### config.mk
export PLATFORM = sky130hd
export DESIGN_NAME = bitTestBranch
export DESIGN_NICKNAME = d
export VERILOG_FILES = /design/src/rtl/bitTestPkg.sv /design/src/rtl/btbControl.sv /design/src/rtl/btbDatapath.sv /design/src/rtl/bitTestBranch.sv
export SDC_FILE = /design/constraint.sdc
export NUM_CORES = 1
export LEC_CHECK = 0
export ABC_AREA = 1
export BUFFER_PORTS_ARGS = -buffer_cell sky130_fd_sc_hd__buf_2
export CORE_AREA = 4 4 87 89
export CTS_BUF_LIST = sky130_fd_sc_hd__clkbuf_2 sky130_fd_sc_hd__clkbuf_4 sky130_fd_sc_hd__clkbuf_8
export CTS_CLUSTER_DIAMETER = 40
export DETAILED_ROUTE_END_ITERATION = 12
export DIE_AREA = 0 0 91 93
export PLACE_DENSITY = 0.84
export SLEW_MARGIN = 20
export SYNTH_ARGS = -nofsm -noshare
export SYNTH_HDL_FRONTEND = slang
export SYNTH_SLANG_ARGS = --single-unit
### constraint.sdc
create_clock -name clk -period 7.57 [get_ports clk]
set_input_delay 1.1355 -clock clk [delete_from_list [all_inputs] [get_ports clk]]
set_output_delay 1.1355 -clock clk [all_outputs]
set_load 0.1 [all_outputs]
### src/rtl/bitTestPkg.sv
package bitTestPkg;

  typedef enum logic [1:0] {
    SCALE_NONE = 2'b00,
    SCALE_DOWN = 2'b01,
    SCALE_UP   = 2'b10,
    SCALE_RSVD = 2'b11
  } scaleMode_e;

  // upper five bits of the two accumulator source codes; bit 0 picks which one
  localparam logic [4:0] ACC_CODE_HI = 5'b00111;

  typedef struct packed {
    logic capture;  // register a result this cycle
    logic useAcc;   // operand comes from an accumulator
    logic accSel;   // 0 first accumulator, 1 second
    logic bitOk;    // bit number lies inside the operand
  } btbStrobes_t;

endpackage

### src/rtl/btbControl.sv
module btbControl
  import bitTestPkg::*;
#(
  parameter int DATA_W = 24,
  parameter int BIT_W  = 5
) (
  input  logic             evalValid,
  input  logic [5:0]       srcCode,
  input  logic             memOperand,
  input  logic [BIT_W-1:0] bitNum,
  output btbStrobes_t      strb
);

  always_comb begin
    strb.capture = evalValid;
    strb.useAcc  = !memOperand && (srcCode[5:1] == ACC_CODE_HI);
    strb.accSel  = srcCode[0];
    strb.bitOk   = 32'(bitNum) < DATA_W;
  end

endmodule

### src/rtl/btbDatapath.sv
module btbDatapath
  import bitTestPkg::*;
#(
  parameter int DATA_W = 24,
  parameter int ACC_W  = 56,
  parameter int ADDR_W = 16,
  parameter int BIT_W  = 5
) (
  input  logic              clk,
  input  logic              rstN,
  input  btbStrobes_t       strb,
  input  logic [DATA_W-1:0] wordIn,
  input  logic [ACC_W-1:0]  accA,
  input  logic [ACC_W-1:0]  accB,
  input  logic [1:0]        scaleMode,
  input  logic              scaleFlagIn,
  input  logic [BIT_W-1:0]  bitNum,
  input  logic [ADDR_W-1:0] targetAddr,
  input  logic [ADDR_W-1:0] curPc,
  output logic              doneValid,
  output logic              jumpTaken,
  output logic [ADDR_W-1:0] nextPc,
  output logic              limitSetStb,
  output logic              scaleFlagOut,
  output logic              bitIllegal
);

  localparam int SH_W   = ACC_W + 1;        // one guard bit keeps the true sign on a left shift
  localparam int WIN_HI = 2 * DATA_W - 1;   // top bit of the 24-bit window
  localparam int WIN_LO = DATA_W;

  logic [ACC_W-1:0]  accVal;
  logic [SH_W-1:0]   extVal;
  logic [SH_W-1:0]   shifted;
  logic [SH_W-WIN_HI-1:0] guardBits;
  logic              extInUse;
  logic [DATA_W-1:0] satVal;
  logic [DATA_W-1:0] accWord;
  logic [DATA_W-1:0] operand;
  logic [DATA_W-1:0] probe;
  logic              bitHit;
  logic              scaleDetect;
  logic              unusedLow;

  assign accVal = strb.accSel ? accB : accA;
  assign extVal = {accVal[ACC_W-1], accVal};

  always_comb begin
    case (scaleMode_e'(scaleMode))
      SCALE_DOWN: shifted = {extVal[SH_W-1], extVal[SH_W-1:1]};
      SCALE_UP:   shifted = {extVal[SH_W-2:0], 1'b0};
      default:    shifted = extVal;
    endcase
  end

  assign unusedLow = ^shifted[WIN_LO-1:0];

  // window sign plus everything above it must agree for the value to fit
  assign guardBits = shifted[SH_W-1:WIN_HI];
  assign extInUse  = (|guardBits) && !(&guardBits);
  assign satVal    = shifted[SH_W-1] ? {1'b1, {(DATA_W-1){1'b0}}}
                                     : {1'b0, {(DATA_W-1){1'b1}}};
  assign accWord   = extInUse ? satVal : shifted[WIN_HI:WIN_LO];
  assign operand   = strb.useAcc ? accWord : wordIn;

  // shift instead of index so positions past the word never read X
  assign probe  = operand >> bitNum;
  assign bitHit = strb.bitOk && probe[0];

  always_comb begin
    case (scaleMode_e'(scaleMode))
      SCALE_DOWN: scaleDetect = accVal[WIN_HI]   ^ accVal[WIN_HI-1];
      SCALE_UP:   scaleDetect = accVal[WIN_HI-2] ^ accVal[WIN_HI-3];
      default:    scaleDetect = accVal[WIN_HI-1] ^ accVal[WIN_HI-2];
    endcase
  end

  always_ff @(posedge clk) begin
    if (!rstN) begin
      doneValid    <= 1'b0;
      jumpTaken    <= 1'b0;
      nextPc       <= '0;
      limitSetStb  <= 1'b0;
      scaleFlagOut <= 1'b0;
      bitIllegal   <= 1'b0;
    end else begin
      doneValid   <= strb.capture;
      limitSetStb <= strb.capture && strb.useAcc && extInUse;
      if (strb.capture) begin
        jumpTaken    <= bitHit;
        nextPc       <= bitHit ? targetAddr : curPc + ADDR_W'(2);
        scaleFlagOut <= scaleFlagIn | (strb.useAcc & scaleDetect);
        bitIllegal   <= !strb.bitOk;
      end
    end
  end

endmodule

### src/rtl/bitTestBranch.sv
module bitTestBranch
  import bitTestPkg::*;
#(
  parameter int DATA_W = 24,
  parameter int ACC_W  = 56,
  parameter int ADDR_W = 16,
  parameter int BIT_W  = 5
) (
  input  logic              clk,
  input  logic              rstN,
  input  logic              evalValid,
  input  logic [5:0]        srcCode,
  input  logic              memOperand,
  input  logic [DATA_W-1:0] wordIn,
  input  logic [ACC_W-1:0]  accA,
  input  logic [ACC_W-1:0]  accB,
  input  logic [1:0]        scaleMode,
  input  logic              scaleFlagIn,
  input  logic [BIT_W-1:0]  bitNum,
  input  logic [ADDR_W-1:0] targetAddr,
  input  logic [ADDR_W-1:0] curPc,
  output logic              doneValid,
  output logic              jumpTaken,
  output logic [ADDR_W-1:0] nextPc,
  output logic              limitSetStb,
  output logic              scaleFlagOut,
  output logic              bitIllegal
);

  btbStrobes_t strb;

  btbControl #(.DATA_W(DATA_W), .BIT_W(BIT_W)) u_ctrl (
    .evalValid (evalValid),
    .srcCode   (srcCode),
    .memOperand(memOperand),
    .bitNum    (bitNum),
    .strb      (strb)
  );

  btbDatapath #(.DATA_W(DATA_W), .ACC_W(ACC_W), .ADDR_W(ADDR_W), .BIT_W(BIT_W)) u_dp (
    .clk         (clk),
    .rstN        (rstN),
    .strb        (strb),
    .wordIn      (wordIn),
    .accA        (accA),
    .accB        (accB),
    .scaleMode   (scaleMode),
    .scaleFlagIn (scaleFlagIn),
    .bitNum      (bitNum),
    .targetAddr  (targetAddr),
    .curPc       (curPc),
    .doneValid   (doneValid),
    .jumpTaken   (jumpTaken),
    .nextPc      (nextPc),
    .limitSetStb (limitSetStb),
    .scaleFlagOut(scaleFlagOut),
    .bitIllegal  (bitIllegal)
  );

endmodule

=== Yosys cells after proc, flatten, opt, wreduce, memory -nomap -nowiden ===
Index checks and enable logic that the tools add are counted.

* Word-level logic and storage cells: 34
* Output and inout port bits: 21
* Flip-flop bits (word level): 21
* Input bits: 186

* $add $sub $neg: 1
* $lt $le $gt $ge: 1
* Shift-type cells: 1
* Equal/unequal tests: 3
* Bitwise operators: 5
* Reductions and logical operators: 10
* Mux-type cells: 7

{| class="wikitable"
|+ Operators with widths
! kind !! count
|-
| case mux 56 bit (2 select lines) || 1
|-
| 2-to-1 mux 24 bit || 3
|-
| 2-to-1 mux 56 bit || 1
|-
| right shift 24 x 5 -> 1 bit || 1
|-
| adder 16 x 2 -> 16 bit, second input constant || 1
|-
| 2-to-1 mux 16 bit || 1
|-
| AND reduction 10 bit || 1
|-
| OR reduction 10 bit || 1
|-
| equality test 5 x 3 -> 1 bit, second input constant || 1
|-
| logical AND 1 bit || 5
|-
| less-than comparator 5 bit, second input constant || 1
|-
| logical NOT 1 bit || 3
|-
| bitwise XOR 1 bit || 3
|-
| equality test 2 x 1 -> 1 bit, second input constant || 1
|-
| equality test 2 bit, second input constant || 1
|-
| case mux 1 bit (2 select lines) || 1
|-
| AND 1 bit || 1
|-
| bitwise OR 1 bit || 1
|}

=== Logic depth before layout (Yosys ltp) ===
Gate-level depths: netlist of run 1.

* Depth after elaboration: 10
* Depth in mapped cells: 24
* Mapped depth without buffers: 21

=== Hierarchy ===
From an unflattened synthesis of run 1, not the netlist that was laid out.

* Cells, all modules: 573
* Area, all modules: 3120.5 um^2

{| class="wikitable"
|+ By module, submodules not included
! module !! area each (um^2) !! seq. area each (um^2) !! cells each !! instances
|-
| btbDatapath || 3076.7 || 420.4 || 564 || 1
|-
| btbControl || 43.8 || 0.0 || 9 || 1
|}

=== Worst setup path after synthesis of run 1 ===
Ideal clock, no wire load.

* Kind: input -> register
* Start: input port scaleMode[0]
* End: register u_dp.nextPc[10]
* Library setup time: 0.132 ns
* Path slack: 4.090 ns
* Arrival time: 3.348 ns
* Cell stages on the path: 21
* Buffers on the path: 3
* Data required time: 7.438 ns
* Cell sequence: inv_1 ha_1 inv_2 clkbuf_1 nand2_1 nand2_1 nand2_1 nor2_2 nand3_2 nand2_4 buf_6 nand3_2 nand3_1 nand2_1 nand2_1 nand3_1 nand3_2 buf_2 nand3_1 nand3_1 a21oi_1

* Cells in the longest elaborated chain, start to end: 10
* Elaborated cells between the ends (all ways): 12
* Classes of those cells: eq/ne (2); shift (1); mux (4); reduce/logical (5)

{| class="wikitable"
|+ RTL lines
! what !! line !! text
|-
| from (decl) || bitTestBranch.sv:17 || <nowiki>input logic [1:0] scaleMode,</nowiki>
|-
| equality test 2 bit / equality test 2 x 1 -> 1 bit (equally long branches) || btbDatapath.sv:49 || <nowiki>case (scaleMode_e'(scaleMode))</nowiki>
|-
| case mux 56 bit (2 select lines) (*) || btbDatapath.sv:49 ||
|-
| AND reduction 10 bit || btbDatapath.sv:60 || <nowiki>assign extInUse = (|guardBits) && !(&guardBits);</nowiki>
|-
| logical NOT 1 bit || btbDatapath.sv:60 ||
|-
| logical AND 1 bit || btbDatapath.sv:60 ||
|-
| 2-to-1 mux 24 bit (*) || btbDatapath.sv:63 || <nowiki>assign accWord = extInUse ? satVal : shifted[WIN_HI:WIN_LO];</nowiki>
|-
| 2-to-1 mux 24 bit (*) || btbDatapath.sv:64 || <nowiki>assign operand = strb.useAcc ? accWord : wordIn;</nowiki>
|-
| right shift 24 x 5 -> 1 bit (*) || btbDatapath.sv:67 || <nowiki>assign probe = operand >> bitNum;</nowiki>
|-
| logical AND 1 bit (*) || btbDatapath.sv:68 || <nowiki>assign bitHit = strb.bitOk && probe[0];</nowiki>
|-
| 2-to-1 mux 16 bit (*) || btbDatapath.sv:91 || <nowiki>nextPc <= bitHit ? targetAddr : curPc + ADDR_W'(2);</nowiki>
|-
| to (signal assigned) || btbDatapath.sv:91 ||
|-
| to (decl) || btbDatapath.sv:22 || <nowiki>output logic [ADDR_W-1:0] nextPc,</nowiki>
|}

Every way passes the cells marked *; elsewhere a longest branch is shown, timed or not.
A chain may end at the register's enable or synchronous reset.

=== Worst setup path in the final report of run 1 ===
* Start: input port scaleMode[0]
* End: register u_dp.nextPc[3]

Same word-level chain as after synthesis.

==> impl_metrics.env, run 1 <==
export IMPL_status="complete, no violations"
export IMPL_criticalPathCategory="in -> reg"
export IMPL_seq_area_sq_um=420.4
export IMPL_start_util_pct=47.33
export IMPL_multiInputGateArea_sq_um=2337
export IMPL_max_slew_margin_rel_pct=41.52
export IMPL_grt_start_max_net_pins=47
export IMPL_nFillCells=672
export IMPL_crit_path_max_fanout=46
export IMPL_final_nets=874
export IMPL_maxSlewViolCount=0
export IMPL_core_rowCount=30
export IMPL_end_kind="flip-flop"
export IMPL_synth_cell_type_count=40
export IMPL_post_cts_resized=0
export IMPL_grt_pass1_vias=3675
export IMPL_reg2reg_depth=4
export IMPL_cts_tree="done"
export IMPL_synth_cells=550
export IMPL_gp_congestion=0.9019
export IMPL_critPathArrivalTime_ps=4580
export IMPL_n_antenna_cell=0
export IMPL_synth_seq_cells=21
export IMPL_post_cts_setup_buffers=0
export IMPL_io_pins=207
export IMPL_grt_pass1_wl_mm=16.10
export IMPL_total_power_mw=0.4556
export IMPL_vias=4035
export IMPL_synth_nets=740
export IMPL_die_width_um=91
export IMPL_final_cells=763
export IMPL_post_drt_wl_per_cell_um=13.12
export IMPL_rsz0062_at_grt="false"
export IMPL_period_minus_slack_ps=4409
export IMPL_worst_pin_slew_ps=877.3
export IMPL_first_iter_violations=264
export IMPL_whs_path_depth=2
export IMPL_fmax_mhz=226.8
export IMPL_routed_wirelength_mm=10.01
export IMPL_core_area_sq_um=6756
export IMPL_dieArea_sq_um=8463
export IMPL_ant_nets=0
export IMPL_port_buffer_count=160
export IMPL_ir_drop_mv=0.04254
export IMPL_startpoint="scaleMode[0]"
export IMPL_clkLatencyLatePin_ps=250
export IMPL_max_cap_violations=0
export IMPL_yosysSeqAreaShare_pct=13.15
export IMPL_antenna_found_initial=0
export IMPL_setup_viol=0
export IMPL_viasPerCell=5.288
export IMPL_die_h_um=93
export IMPL_dr_pass1_iters=5
export IMPL_p_per_area_nw_per_um2=114.6
export IMPL_hold_viol=0
export IMPL_syn_area_per_cell_sq_um=5.815
export IMPL_cts_hold_fix_buffers=0
export IMPL_cts_root_buf="clkbuf_8"
export IMPL_cts_max_level=1
export IMPL_cts_max_path_buffers=2
export IMPL_cts_made_buffers=3
export IMPL_reg2reg_from="u_dp.jumpTaken$_SDFFE_PN0P_"
export IMPL_layout_worst_path_cycle_share_pct=58.24
export IMPL_area_growth_pct=24.26
export IMPL_cp_data_required_time_ps=7740
export IMPL_fin_tns_setup_ps=0
export IMPL_dpl_hpwl_mm=8.026
export IMPL_syn_cell_area_sq_um=3198
export IMPL_fin_skew_ps=0
export IMPL_overflow=0
export IMPL_layout_drive_gt1_share_pct=29.28
export IMPL_crit_path_start_kind="input port"
export IMPL_hp_class="reg -> reg"
export IMPL_route_detailed_drc=0
export IMPL_hp_start="u_dp.nextPc[11]$_SDFFE_PN0P_"
export IMPL_grt_use_total_pct=22.24
export IMPL_power_leakage_nw=2.181
export IMPL_clkTransAtPathRegs_ps=70
export IMPL_placed_cells=759
export IMPL_ys_warn_count=0
export IMPL_cts_sinks=21
-- synthesized netlist by cell type, drive strengths merged --
cell type	instances	area share [%]
a211oi	1	0.23
clkbuf	19	2.2
o21ai	36	5.8
o211ai	2	0.47
clkinv	3	0.35
dfxtp	21	13
nand4	2	0.39
inv	66	8.0
o21a	17	4.0
a21oi	35	5.5
o22ai	19	3.7
o31ai	1	0.23
nand3	83	15
nor2	21	2.5
xnor2	6	1.6
xor2	8	2.2
mux2i	19	5.9
o21bai	2	0.47
buf	12	3.2
mux2	1	0.35
o221ai	1	0.27
and2	1	0.20
or2	2	0.39
nand2	162	21
ha	4	1.6
a21boi	1	0.23
nand3b	1	0.23
nor3	4	0.63
-- sequential cells by signal, indices dropped and copies added, names as in the netlist --
register and count:
u_dp.doneValid 1, u_dp.bitIllegal 1, u_dp.scaleFlagOut 1, u_dp.jumpTaken 1, u_dp.limitSetStb 1, u_dp.nextPc 16
-- through the flow --
stage | setup WS (ps) | area, sq um | utilization (%) | hold WS, ps
after global routing | 2827 | 3974 | 58.81 | 490.8
final | 3161 | 3974 | 58.81 | 463.8
after detailed placement | 2939 | 3925 | 58.09 | 452.4
after floorplan | 4090 | 3198 | - | 909.3
after global placement | 3044 | 3925 | 58.09 | 449.8
after CTS | 3203 | 3974 | 58.81 | 463.2
-- cell families after synthesis --
kind of cell	after synthesis	share of synthesized area, %
adder cells (fa/ha/maj)	4	1.565
XOR/XNOR	14	3.834
AND/OR/NAND/NOR	276	40.53
buffers and inverters	100	13.77
AO/OA/AOI/OAI	115	20.85
multiplexers	20	6.299
flip-flops	21	13.15
-- final timing paths --
check                                 end  slack, ps
max           u_dp.nextPc[3]$_SDFFE_PN0P_       3160
max reg2reg   u_dp.jumpTaken$_SDFFE_PN0P_       6850
min          u_dp.nextPc[11]$_SDFFE_PN0P_        460
min reg2reg  u_dp.nextPc[11]$_SDFFE_PN0P_        460
-- metal layers --
layer	global-route usage (%)	vias to the layer above	share of wire, %
met5	0	-	0
met4	6.281	0	2.3
met3	2.333	22	7.3
met2	38.20	178	47
met1	29.55	1758	43
li1	-	2077	-
-- layout by cell type (no fill, tap or decap), types with 2 or more instances in the layout --
master	Yosys	routed
dfxtp_1	21	21
xor2_1	8	8
buf_2	6	160
or2_2	2	2
nor2_1	20	20
xnor2_1	6	6
o21ai_0	31	31
o21a_1	17	17
a21oi_1	35	35
inv_2	5	6
nand2_2	6	6
o211ai_1	2	2
nand2_1	148	148
mux2i_1	19	19
o21ai_1	4	4
nand3_2	9	9
nand2_4	8	8
o21bai_1	2	2
clkinv_1	3	2
o22ai_1	19	19
clkbuf_8	0	3
ha_1	4	4
inv_1	60	60
nand3_1	73	73
nor3_1	4	4
nand4_1	2	2
-- worst max-delay path, stage by stage --
cell      delay (ps)
buf_2            100
inv_1             50
ha_1             730
inv_2            460
nand3_1          200
nand2_1          100
inv_2             50
nand2_1           40
nor2_1           110
nand3_2          120
nand2_4          200
nand2_2          110
o21bai_1         150
nand3_1           80
nand2_1           80
nand2_1           60
nand3_2          260
nand2_4          180
nand2_1           90
nand3_1           80
a21oi_1          180
-- cell type report --
class,count,area share [%]
timing repair buffer,160,20.15
tap,80,2.519
multi-input combinational,429,58.82
clock buffer,4,1.228
inverter,69,6.707
sequential,21,10.58
-- power breakdown --
| part | total [mW] | internal [mW] | leakage (nW) | switching, mW |
|---|---|---|---|---|
| Sequential | 0.123 | 0.119 | 0.173 | 0.00434 |
| Clock | 0.0757 | 0.0411 | 0.0262 | 0.0347 |
| Combinational | 0.257 | 0.0829 | 1.98 | 0.174 |
No activity file was read; power rests on OpenSTA's default activity.
==> run 2, diff against run 1 <==
ABC_AREA = 0   (was 1)
CORE_AREA = 4 4 90 92   (was 4 4 87 89)
DIE_AREA = 0 0 94 96   (was 0 0 91 93)
PLACE_DENSITY = 0.77   (was 0.84)
clock period = 4.6 ns   (was 7.57 ns; I/O delays follow)
==> impl_metrics.env, run 2 <==
export IMPL_status="complete, no violations"
export IMPL_cts_max_level=1
export IMPL_dr_pass1_iters=6
export IMPL_regToRegSetupSlack_ps=3780
export IMPL_route_detailed_drc=0
export IMPL_core_area_sq_um=7214
export IMPL_met3_length_mm=1.075
export IMPL_core_rowCount=31
export IMPL_synth_seq_cells=21
export IMPL_first_iter_violations=268
export IMPL_grt_start_max_net_pins=54
export IMPL_grt_pass1_vias=3617
export IMPL_area_growth_pct=28.26
export IMPL_p_per_area_nw_per_um2=199.0
export IMPL_die_width_um=94
export IMPL_hold_ws_ps=484.8
export IMPL_ant_nets=0
export IMPL_layout_common_cells="buf_2 (160), nor2_1 (41), nand2_1 (32)"
export IMPL_layout_commonest_cell="buf_2"
export IMPL_synth_cells=422
export IMPL_fin_area_sq_um=4004
export IMPL_port_buffer_count=160
export IMPL_cts_hold_fix_buffers=0
export IMPL_synthArstFlopShare_pct=0
export IMPL_setup_slack_ps=698.2
export IMPL_final_cells=659
export IMPL_syn_area_per_cell_sq_um=7.397
export IMPL_dieArea_sq_um=9024
export IMPL_ys_warn_count=0
export IMPL_m1WireLength_mm=4.285
export IMPL_worst_pin_slew_ps=765.9
export IMPL_cts_made_buffers=3
export IMPL_synth_flop_cell="dfxtp_1"
export IMPL_synth_common_cells="nor2_1 (41), nand2_1 (32), mux2_2 (31), clkbuf_1 (24), inv_1 (24)"
export IMPL_hold_viol=0
export IMPL_yosysMostFrequentCell="nor2_1"
export IMPL_nFillCells=726
export IMPL_reg2reg_depth=3
export IMPL_seq_area_sq_um=420.4
export IMPL_cts_tree="done"
export IMPL_synth_area_top_cells="dfxtp_1 (13%), mux2_2 (11%), a221oi_1 (5.6%)"
export IMPL_vias=3952
export IMPL_clkLatencyLatePin_ps=260
export IMPL_cts_root_buf="clkbuf_8"
export IMPL_period_minus_slack_ps=3902
export IMPL_fin_tns_setup_ps=0
export IMPL_cp_data_required_time_ps=4750
export IMPL_hp_class="reg -> reg"
export IMPL_criticalPathCategory="in -> reg"
export IMPL_placed_cells=655
export IMPL_startpoint="scaleMode[0]"
export IMPL_routed_wirelength_mm=10.68
export IMPL_multiInputGateArea_sq_um=2437
export IMPL_yosysSeqAreaShare_pct=13.47
export IMPL_final_nets=751
export IMPL_antenna_found_initial=0
export IMPL_clkTransAtPathRegs_ps=70
export IMPL_ir_drop_mv=0.1881
export IMPL_endpoint="u_dp.nextPc[4]$_SDFFE_PN0P_"
export IMPL_rsz0062_at_grt="false"
export IMPL_setup_viol=0
export IMPL_topRoutingLayerUsed="met4"
export IMPL_start_util_pct=43.27
export IMPL_fin_skew_ps=0
export IMPL_overflow=0
export IMPL_synth_cell_type_count=57
export IMPL_crit_path_max_fanout=33
export IMPL_power_leakage_nw=1.762
export IMPL_synth_nets=612
export IMPL_synth_top_area_share_pct=13.47
export IMPL_fmax_mhz=256.3
export IMPL_whs_path_depth=2
export IMPL_cts_sinks=21
export IMPL_maxSlewViolCount=0
export IMPL_critPathArrivalTime_ps=4050
export IMPL_max_cap_violations=0
export IMPL_reg2reg_from="u_dp.nextPc[11]$_SDFFE_PN0P_"
export IMPL_dr_wl_met2_mm=5.158
export IMPL_dpl_hpwl_mm=8.303
export IMPL_synth_edff_count=0
export IMPL_crit_path_start_kind="input port"
export IMPL_io_pins=207
export IMPL_end_kind="flip-flop"
export IMPL_largest_register="u_dp.nextPc"
export IMPL_n_antenna_cell=0
export IMPL_cts_max_path_buffers=2
export IMPL_post_cts_resized=0
export IMPL_layout_drive_gt1_share_pct=38.93
export IMPL_largest_reg_flops=16
export IMPL_grt_pass1_wl_mm=16.67
export IMPL_die_h_um=96
export IMPL_post_cts_setup_buffers=0
export IMPL_syn_cell_area_sq_um=3122
export IMPL_gp_congestion=0.9040
export IMPL_post_drt_wl_per_cell_um=16.21
export IMPL_dpl_cell_area_sq_um=3955
export IMPL_grt_use_total_pct=22.09
export IMPL_viasPerCell=5.997
export IMPL_worstReg2RegEnd="u_dp.nextPc[11]$_SDFFE_PN0P_"
export IMPL_layout_worst_path_cycle_share_pct=84.82
export IMPL_max_slew_margin_rel_pct=48.94
export IMPL_dpl_worst_slack_ps=417.6
export IMPL_yosys_area_top_type="dfxtp_1"
-- run 2: worst max-delay path: stages --
cell,delay [ps]
buf_2,90
inv_1,50
ha_1,340
buf_4,220
a222oi_1,400
o211ai_1,130
or3_1,430
nor4_4,360
nor3_1,100
a2111oi_0,430
a211o_1,150
buf_4,290
nor2_1,100
o31a_1,270
-- run 2: worst min-delay path by stage --
stage / startpoint / end / slack (ps)
floorplan: rstN / u_dp.doneValid$_SDFF_PN0_ / 830
global route: u_dp.bitIllegal$_SDFFE_PN0P_ / u_dp.bitIllegal$_SDFFE_PN0P_ / 500
finish: u_dp.bitIllegal$_SDFFE_PN0P_ / u_dp.bitIllegal$_SDFFE_PN0P_ / 480
CTS: u_dp.bitIllegal$_SDFFE_PN0P_ / u_dp.bitIllegal$_SDFFE_PN0P_ / 490
detailed placement: u_dp.jumpTaken$_SDFFE_PN0P_ / u_dp.jumpTaken$_SDFFE_PN0P_ / 480
global placement: u_dp.bitIllegal$_SDFFE_PN0P_ / u_dp.bitIllegal$_SDFFE_PN0P_ / 460
-- run 2: final cells by class --
class	count	area share [%]
Multi-Input combinational cell	340	60.88
Timing Repair Buffer	171	22.06
Sequential cell	21	10.50
Tap cell	99	3.094
Inverter	24	2.250
Clock buffer	4	1.219
-- run 2: per-stage QoR --
| step | utilization, % | power, mW |
|---|---|---|
| floorplan | - | 0.5397 |
| global placement | 54.82 | 0.6570 |
| detailed placement | 54.82 | 0.6678 |
| CTS | 55.50 | 0.7988 |
| global route | 55.50 | 0.8468 |
| finish | 55.50 | 0.7966 |
-- run 2: report_power, final --
part | switching, mW | total, mW | internal [mW]
combinational | 0.295 | 0.464 | 0.169
sequential | 0.00755 | 0.204 | 0.197
clock | 0.0604 | 0.128 | 0.0676
total | 0.363 | 0.797 | 0.434
-- run 2: cell families after synthesis --
kind of cell	Yosys count	share of synthesized area, %
simple gates	142	23.37
compound gates	136	31.94
buf+inv	61	8.457
mux	43	16.95
flops	21	13.47
xor+xnor	15	4.209
fa+ha+maj	4	1.603
-- run 2: metal layers --
layer / global-route usage [%] / up-vias
met4: 4.573 / 0
met3: 3.284 / 23
met1: 28.58 / 1802
li1: - / 1904
met5: 0 / -
met2: 39.03 / 223
